$ cat config.mk
export PLATFORM = sky130hd
export DESIGN_NAME = dt_predictive_ctrl
export DESIGN_NICKNAME = d
export VERILOG_FILES = /design/src/rtl/dt_pkg.sv /design/src/rtl/dt_delay_reg.sv /design/src/rtl/dt_window_timer.sv /design/src/rtl/dt_predictive_ctrl.sv
export SDC_FILE = /design/constraint.sdc
export NUM_CORES = 1
export LEC_CHECK = 0
export CORE_UTILIZATION = 51
export CTS_CLUSTER_DIAMETER = 50
export DETAILED_ROUTE_END_ITERATION = 7
export PLACE_DENSITY_LB_ADDON = 0.05
export REMOVE_ABC_BUFFERS = 1
export SLEW_MARGIN = 0
export SYNTH_ARGS = -nofsm -noshare
export SYNTH_HDL_FRONTEND = slang
export SYNTH_SLANG_ARGS = --single-unit
$ cat constraint.sdc
create_clock -name clk -period 3.2 [get_ports clk]
set_clock_uncertainty 0.15 [all_clocks]
set_input_delay 0.48 -clock clk [delete_from_list [all_inputs] [get_ports clk]]
set_output_delay 0.48 -clock clk [all_outputs]
set_load 0.01 [all_outputs]
$ cat src/rtl/dt_pkg.sv
package dt_pkg;

   typedef enum logic [2:0] {
      ST_IDLE = 3'd0,
      ST_HS   = 3'd1,
      ST_HL   = 3'd2,
      ST_LS   = 3'd3,
      ST_LH   = 3'd4
   } dt_state_e;

   localparam int WIN_HL  = 0;
   localparam int WIN_LH  = 1;
   localparam int NUM_WIN = 2;

endpackage

$ cat src/rtl/dt_delay_reg.sv
module dt_delay_reg #(
   parameter int DLY_W = 4
) (
   input  logic             clk,
   input  logic             rst_n,
   input  logic             upd,
   input  logic             hit,
   output logic [DLY_W-1:0] val
);

   localparam logic [DLY_W-1:0] DLY_MAX = {DLY_W{1'b1}};

   always_ff @(posedge clk or negedge rst_n) begin
      if (!rst_n) begin
         val <= DLY_MAX;
      end else if (upd) begin
         if (hit) begin
            if (val != '0) val <= val - 1'b1;
         end else begin
            if (val != DLY_MAX) val <= val + 1'b1;
         end
      end
   end


   floor_hold_chk: assert property (@(posedge clk) disable iff (!rst_n)
      upd && hit && val == '0 |=> val == '0);


   ceil_hold_chk: assert property (@(posedge clk) disable iff (!rst_n)
      upd && !hit && val == DLY_MAX |=> val == DLY_MAX);


   step_down_chk: assert property (@(posedge clk) disable iff (!rst_n)
      upd && hit && val != '0 |=> val == $past(val) - 1'b1);


   step_up_chk: assert property (@(posedge clk) disable iff (!rst_n)
      upd && !hit && val != DLY_MAX |=> val == $past(val) + 1'b1);


   idle_hold_chk: assert property (@(posedge clk) disable iff (!rst_n)
      !upd |=> $stable(val));

endmodule

$ cat src/rtl/dt_window_timer.sv
module dt_window_timer #(
   parameter int CNT_W = 5
) (
   input  logic             clk,
   input  logic             rst_n,
   input  logic             load,
   input  logic [CNT_W-1:0] load_val,
   output logic             done
);

   logic [CNT_W-1:0] cnt;

   always_ff @(posedge clk or negedge rst_n) begin
      if (!rst_n)          cnt <= '0;
      else if (load)       cnt <= load_val;
      else if (cnt != '0)  cnt <= cnt - 1'b1;
   end

   assign done = (cnt == '0);


   tick_down_chk: assert property (@(posedge clk) disable iff (!rst_n)
      !load && !done |=> cnt == $past(cnt) - 1'b1);

endmodule

$ cat src/rtl/dt_predictive_ctrl.sv
module dt_predictive_ctrl #(
   parameter int DLY_W      = 4,
   parameter int BASE_TICKS = 1,
   parameter int STEP_TICKS = 1
) (
   input  logic clk,
   input  logic rst_n,
   input  logic en,
   input  logic pwm_req,
   input  logic diode_sense,
   output logic hs_on,
   output logic ls_on
);
   import dt_pkg::*;

   localparam int DLY_MAX = (1 << DLY_W) - 1;
   localparam int SPAN    = BASE_TICKS + DLY_MAX * STEP_TICKS;
   localparam int CNT_W   = $clog2(SPAN + 1);

   initial begin : param_chk
      assert (DLY_W >= 1 && DLY_W <= 8) else $error("DLY_W out of range");
      assert (BASE_TICKS >= 1) else $error("BASE_TICKS must keep a dead window");
      assert (STEP_TICKS >= 1) else $error("STEP_TICKS must be positive");
   end

   dt_state_e         state, nxt;
   logic              load, done, seen, hit, ld_dir;
   logic [NUM_WIN-1:0] upd;
   logic [DLY_W-1:0]  dly     [NUM_WIN];
   logic [CNT_W-1:0]  win_len [NUM_WIN];
   logic [CNT_W-1:0]  load_val;

   assign hit = seen | diode_sense;

   for (genvar g = 0; g < NUM_WIN; g++) begin : g_win
      dt_delay_reg #(.DLY_W(DLY_W)) u_reg (
         .clk   (clk),
         .rst_n (rst_n),
         .upd   (upd[g]),
         .hit   (hit),
         .val   (dly[g])
      );
      if (STEP_TICKS == 1) begin : g_unit
         assign win_len[g] = CNT_W'(BASE_TICKS) + CNT_W'(dly[g]);
      end else begin : g_scaled
         assign win_len[g] = CNT_W'(BASE_TICKS + int'(dly[g]) * STEP_TICKS);
      end
   end

   assign load_val = win_len[ld_dir] - CNT_W'(1);

   dt_window_timer #(.CNT_W(CNT_W)) u_timer (
      .clk      (clk),
      .rst_n    (rst_n),
      .load     (load),
      .load_val (load_val),
      .done     (done)
   );

   always_comb begin
      nxt    = state;
      load   = 1'b0;
      ld_dir = 1'b0;
      upd    = '0;
      if (!en) begin
         nxt = ST_IDLE;
      end else begin
         unique case (state)
            ST_IDLE: nxt = pwm_req ? ST_HS : ST_LS;
            ST_HS: if (!pwm_req) begin
               nxt    = ST_HL;
               load   = 1'b1;
               ld_dir = 1'(WIN_HL);
            end
            ST_LS: if (pwm_req) begin
               nxt    = ST_LH;
               load   = 1'b1;
               ld_dir = 1'(WIN_LH);
            end
            ST_HL: if (done) begin
               nxt         = ST_LS;
               upd[WIN_HL] = 1'b1;
            end
            ST_LH: if (done) begin
               nxt         = ST_HS;
               upd[WIN_LH] = 1'b1;
            end
            default: nxt = ST_IDLE;
         endcase
      end
   end

   always_ff @(posedge clk or negedge rst_n) begin
      if (!rst_n) begin
         state <= ST_IDLE;
         seen  <= 1'b0;
         hs_on <= 1'b0;
         ls_on <= 1'b0;
      end else begin
         state <= nxt;
         hs_on <= (nxt == ST_HS);
         ls_on <= (nxt == ST_LS);
         if (load || !en)                        seen <= 1'b0;
         else if (state == ST_HL || state == ST_LH) seen <= hit;
      end
   end


   no_shoot_chk: assert property (@(posedge clk) disable iff (!rst_n)
      !(hs_on && ls_on));


   off_when_idle_chk: assert property (@(posedge clk) disable iff (!rst_n)
      !en |=> !hs_on && !ls_on);


   ls_after_gap_chk: assert property (@(posedge clk) disable iff (!rst_n)
      $rose(ls_on) |-> !$past(hs_on));


   hs_after_gap_chk: assert property (@(posedge clk) disable iff (!rst_n)
      $rose(hs_on) |-> !$past(ls_on));


   window_completes_chk: assert property (@(posedge clk) disable iff (!rst_n)
      en && state == ST_HL |=> !hs_on);

endmodule

==> flow_summary.toml, run 1 <==
[outcome]
status = "finished, final reports clean"

[power]
powerDensity_nw_per_um2 = 572.8
cellLeakagePower_uw = 0.0006874
ir_drop_uv = 395.2

[synthesis]
synth_area_leader_cell = "dfrtp_1"
synthArstFlopShare_pct = 100.0
yosys.area.top_type_share_pct = 19.78
synth.distinct_cells = 47
synth_edf_count = 0
syn_inst = 140
seq_area_frac_synth_pct = 34.89
synthTopCellsByArea = "dfrtp_1 (20%), dfstp_2 (15%), xor2_1 (5.7%)"
yosysWarnings = 0
synth_flop_cell = "dfrtp_1"
synth.avg_cell_area_um2 = 9.938
synth_area_um2 = 1391
ys_seq_elements = 19

[global_routing]
first_global_vias = 995
antenna_found_initial = 0
grt_remaining_overflow = 0
grt_usage_pct = 20.99
grt_max_degree = 20
grt_pass1_wl_mm = 4.422

[place]
place_ws_ps = 46.90
gp_congestion = 0.8584
dp_hpwl_mm = 1.946
portBuffers = 6

[clocking]
postCtsHoldBufs = 0
cts_buffer_depth = 2
path_clk_slew_ps = 120
cts.sinks = 19
clk_latency_ps = 310
post_cts_buffers = 0
postCtsResizedCells = 0
tritoncts = "yes"
cts-root-buf = "clkbuf_4"
numCtsBuffers = 3
htree_levels = 1

[die]
start_util_pct = 55.16
io_pins = 7
die_w_um = 54.23
core_area_um2 = 2522
dieArea_um2 = 2941
num_rows = 18
die_h_um = 54.23

[worst_hold_path]
hold_path_class = "flop to flop"

[job]
cap_viol_max_count = 0

[drt]
post_drt_via_cell_ratio = 5.955
vias = 1060
ant_nets = 0
drt_iter0_markers = 23
wl_mm = 2.603
routedWlPerCell_um = 14.62
drc_errors = 0
drt_pass1_iterations = 4

[finish]
diodes = 0
drive_above_1_share_pct = 20.27
areaGrowthSynthToFinish_pct = 8.453
nNetsFinal = 161

[sta]
setup_viol = 0
period_share_pct = 88.86
worst_slew_pin_slew_ps = 846.6
hold_violations = 0
slew_headroom_pct = 43.38
fmax_ghz = 0.3517
hold_slack_ps = 380.9
setup_tns_ps = 0
final_max_slew_viol_count = 0
grt_setup_unrepaired = "no"
worst_slack_ps = 356.6
period_needed_ps = 2843

[critical_path]
arrival_ps = 2920
worstSetupPathType = "primary input to flop"
worstPathMaxFanout = 6
critical_path_required_ps = 3270
setup.worst_path.end_class = "flop"
start_kind = "primary input"
==> cell usage after synthesis (3+ instances only) <==
library cell / instances
nand2_1: 6
a21oi_1: 8
nand4_1: 3
ha_1: 5
mux2_2: 4
o21ai_0: 3
inv_1: 6
nor2_1: 12
xor2_1: 9
xnor2_1: 7
a21o_1: 3
dfrtp_1: 11
a211oi_1: 3
nor4_1: 3
nand3_1: 5
dfstp_2: 8
a21boi_0: 3
a31oi_1: 3
clkbuf_1: 3
==> routing by layer <==
metal | vias up | part of all wire (%) | track usage (%)
met5 | - | 0 | 0
met4 | 0 | 1.5 | 7.692
met3 | 5 | 3.5 | 2.500
met2 | 19 | 47 | 34.96
met1 | 513 | 48 | 27.71
li1 | 523 | - | -
==> logic make-up (layout without fill, tap and decap cells) <==
group / Yosys count / in the layout / share of synthesized area [%]
simple gates: 42 / 42 / 19.42
compound gates: 34 / 34 / 17.27
flops: 19 / 19 / 34.89
xor+xnor: 16 / 16 / 10.07
buf+inv: 15 / 23 / 5.575
fa+ha+maj: 8 / 8 / 8.094
mux: 6 / 6 / 4.676
==> power breakdown <==
part           internal [uW]  total, uW  switching, uW
clock network           48.7        126           77.7
logic                    177        340            163
registers                313        398           85.1
total                    538        864            326
==> sequential cells by signal, indices dropped and copies added (netlist names) <==
name / flops
seen: 1
ls_on: 1
g_win.u_reg.val: 8
state: 3
hs_on: 1
u_timer.cnt: 5
==> cell usage in the layout, fill, tap and decap left out, types with 2 or more instances in the layout <==
cell,Yosys,routed
nand4_1,3,3
dfstp_2,8,8
buf_4,1,6
a211oi_1,3,3
nor2_1,12,12
or2_2,2,2
fa_1,2,2
a21o_1,3,3
clkdlybuf4s50_1,0,6
a21oi_1,8,8
nand2_1,6,6
nor4_4,2,2
xor2_1,9,9
nand3_1,5,5
dfrtp_1,11,11
ha_1,5,5
clkbuf_4,0,3
inv_1,6,6
o21ai_0,3,3
mux2i_1,2,2
a31oi_1,3,3
nor4_1,3,3
nand3b_1,2,2
a21boi_0,3,3
mux2_2,4,4
xnor2_1,7,7
==> final cells by class <==
type | count | area (um2)
timing repair buffer | 12 | 105.1
sequential | 19 | 485.5
fill | 239 | 1013
clock buffer | 4 | 26.28
tap | 30 | 37.54
multi-input combinational | 106 | 828.3
inverter | 7 | 26.28
==> worst paths after layout <==
kind,startpoint,depth (start not counted),slack (ps),end
setup / recovery,pwm_req,9,360,u_timer.cnt[4]$_DFFE_PN0P_
hold / removal,g_win[1].u_reg.val[3]$_DFFE_PN1P_,1,380,g_win[1].u_reg.val[3]$_DFFE_PN1P_
setup reg to reg,state[1]$_DFF_PN0_,8,550,u_timer.cnt[4]$_DFFE_PN0P_
hold reg to reg,g_win[1].u_reg.val[3]$_DFFE_PN1P_,1,380,g_win[1].u_reg.val[3]$_DFFE_PN1P_
max in group asynchronous,rst_n,1,1880,u_timer.cnt[1]$_DFFE_PN0P_
min in group asynchronous,rst_n,1,490,seen$_DFFE_PN0P_
==> per-stage QoR <==
stage | instance area (um2) | util [%] | std cells | total power, uW
after floorplan | 1340 | - | 132 | 645.1
after global placement | 1483 | 58.78 | 174 | 735.6
after detailed placement | 1483 | 58.78 | 174 | 738.8
after CTS | 1509 | 59.82 | 178 | 865.0
after global routing | 1509 | 59.82 | 178 | 932.3
final | 1509 | 59.82 | 178 | 864.4
==> critical path, stage by stage <==
cell	delay [ps]
clkdlybuf4s50_1	530
xnor2_1	300
nand3_1	230
a21oi_1	340
ha_1	250
inv_1	50
a2111o_1	330
o31a_1	250
a22oi_1	140
(Power assumes the default switching activity.)
==> run 2, diff against run 1 <==
CTS_BUF_LIST = sky130_fd_sc_hd__clkbuf_16   (was not set)
==> run 2 against run 1 <==
  * Via count rose by 0.38%
  * Count of clock-buffer cells in the layout fell by 1
  * Sequential power barely moved
  * Routed wire length increased by 2.2%
  * Register-to-register slack got worse by 50 ps
  * Non-clock buffer count is the same
  * Sequential cell count stayed put
  * Utilization up 2.1 points
  * Critical path type unchanged
  * Critical endpoint unchanged
==> flow_summary.toml, run 2 (synthesis gave the netlist of run 1 again) <==
[outcome]
status = "finished, final reports clean"

[die]
num_rows = 18
die_h_um = 54.23
start_util_pct = 55.16
io_pins = 7
dieArea_um2 = 2941
die_w_um = 54.23
core_area_um2 = 2522

[sta]
fmax_ghz = 0.3380
grt_setup_unrepaired = "no"
hold_violations = 0
slew_headroom_pct = 42.24
setup_tns_ps = 0
period_needed_ps = 2959
final_max_slew_viol_count = 0
worst_slew_pin_slew_ps = 863.7
period_share_pct = 92.47
setup_viol = 0

[power]
pwr-share-clk_pct = 25.8
cellLeakagePower_uw = 0.0007147
powerDensity_nw_per_um2 = 638.2
p_int_uw = 657.4
ir_drop_uv = 437.5
p_sw_share_pct = 34.04
power_frac_comb_pct = 34.3
power.net_switching_uw = 339.2
p_seq_share_pct = 40.0

[finish]
seq_area_um2 = 485.5
stdcell_area_um2 = 1562
nFillCells = 229
layout_common_cells = "nor2_1 (12), dfrtp_1 (11), xor2_1 (9)"
drive_above_1_share_pct = 20.27
largest_reg_flops = 8
top_register = "g_win.u_reg.val"
nNetsFinal = 161
multi_input_area_um2 = 828.3
areaGrowthSynthToFinish_pct = 12.23
final_common_cell = "nor2_1"
reg_top3 = "g_win.u_reg.val: 8 flops, u_timer.cnt: 5 flops, state: 3 flops"
diodes = 0

[global_routing]
grt_use_met1_pct = 28.06
globalRouteMet2Util_pct = 35.77
busiest_layer = "met2"
grt_usage_pct = 21.52
grt_remaining_overflow = 0
grt_pass1_wl_mm = 4.512
antenna_found_initial = 0
grt_max_degree = 20
grtUsageMet3_pct = 3.333
first_global_vias = 1018

[place]
gp_congestion = 0.8584
dp_hpwl_mm = 1.946
dpl_cell_area_um2 = 1483
portBuffers = 6

[critical_path]
start_kind = "primary input"
arrival_ps = 2980
worstPathMaxFanout = 6
critical_path_required_ps = 3220
worstSetupPathType = "primary input to flop"
setup.worst_path.end_class = "flop"

[clocking]
cts-root-buf = "clkbuf_16"
cts_buffer_depth = 2
clk_latency_ps = 250
post_cts_buffers = 0
htree_levels = 1
tritoncts = "yes"
cts.sinks = 19
path_clk_slew_ps = 50
numCtsBuffers = 3
postCtsResizedCells = 0
postCtsHoldBufs = 0

[job]
cap_viol_max_count = 0

[drt]
drt_pass1_iterations = 4
post_drt_via_cell_ratio = 5.978
vias = 1064
routedWlPerCell_um = 14.94
drc_errors = 0
drt_iter0_markers = 11
wl_mm = 2.659
ant_nets = 0

[worst_hold_path]
hold_path_class = "flop to flop"
==> run 2: cell types whose count changed in the layout (fill, tap and decap cells not counted) <==
cell / before / now
inv_1: 6 / 7
clkbuf_1: 1 / 0
clkbuf_16: 0 / 3
clkbuf_4: 3 / 0
==> run 2: layout make-up <==
class | instances | share of cell area, %
Clock inverter | 1 | 0.2404
Multi-Input combinational cell | 106 | 53.04
Timing Repair Buffer | 12 | 6.731
Sequential cell | 19 | 31.09
Inverter | 7 | 1.683
Clock buffer | 3 | 4.808
Tap cell | 30 | 2.404
==> run 2: worst paths after layout <==
path	endpoint	slack [ps]	start	depth (start not counted)
setup / recovery	u_timer.cnt[4]$_DFFE_PN0P_	240	pwm_req	9
hold / removal	g_win[1].u_reg.val[3]$_DFFE_PN1P_	380	g_win[1].u_reg.val[3]$_DFFE_PN1P_	1
setup reg to reg	u_timer.cnt[4]$_DFFE_PN0P_	500	state[1]$_DFF_PN0_	8
hold reg to reg	g_win[1].u_reg.val[3]$_DFFE_PN1P_	380	g_win[1].u_reg.val[3]$_DFFE_PN1P_	1
max in group asynchronous	u_timer.cnt[1]$_DFFE_PN0P_	1800	rst_n	1
min in group asynchronous	seen$_DFFE_PN0P_	570	rst_n	1
==> run 2: power groups by stage <==
stage          Combinational, uW  Clock (uW)  Sequential, uW
6_report                     341         257             398
5_1_grt                      388         270             410
4_1_cts                      343         259             396
3_5_place_dp                 339           0             400
3_3_place_gp                 339           0             397
2_1_floorplan                266           0             379
==> run 2: through the flow <==
stage	util (%)	worst slack (ps)	std cells	power [uW]	hold WS, ps
4_1_cts	61.90	274.3	178	998.2	376.7
3_3_place_gp	58.78	99.52	174	735.6	355.8
5_1_grt	61.90	34.24	178	1068	401.1
3_5_place_dp	58.78	46.90	174	738.8	363.0
6_report	61.90	241.1	178	996.5	376.2
2_1_floorplan	-	669.4	132	645.1	34.41
==> run 2: routing by layer <==
metal / share of wire, % / wire length, um / vias to the layer above
met5: 0 / 0 / -
met4: 1.6 / 42 / 0
met3: 3.2 / 86 / 5
met2: 48 / 1273 / 19
met1: 47 / 1256 / 516
li1: - / - / 524
==> run 2: worst max-delay path, stage by stage <==
cell	delay (ps)
clkdlybuf4s50_1	530
xnor2_1	350
nand3_1	240
a21oi_1	340
ha_1	250
inv_1	50
a2111o_1	330
o31a_1	250
a22oi_1	140
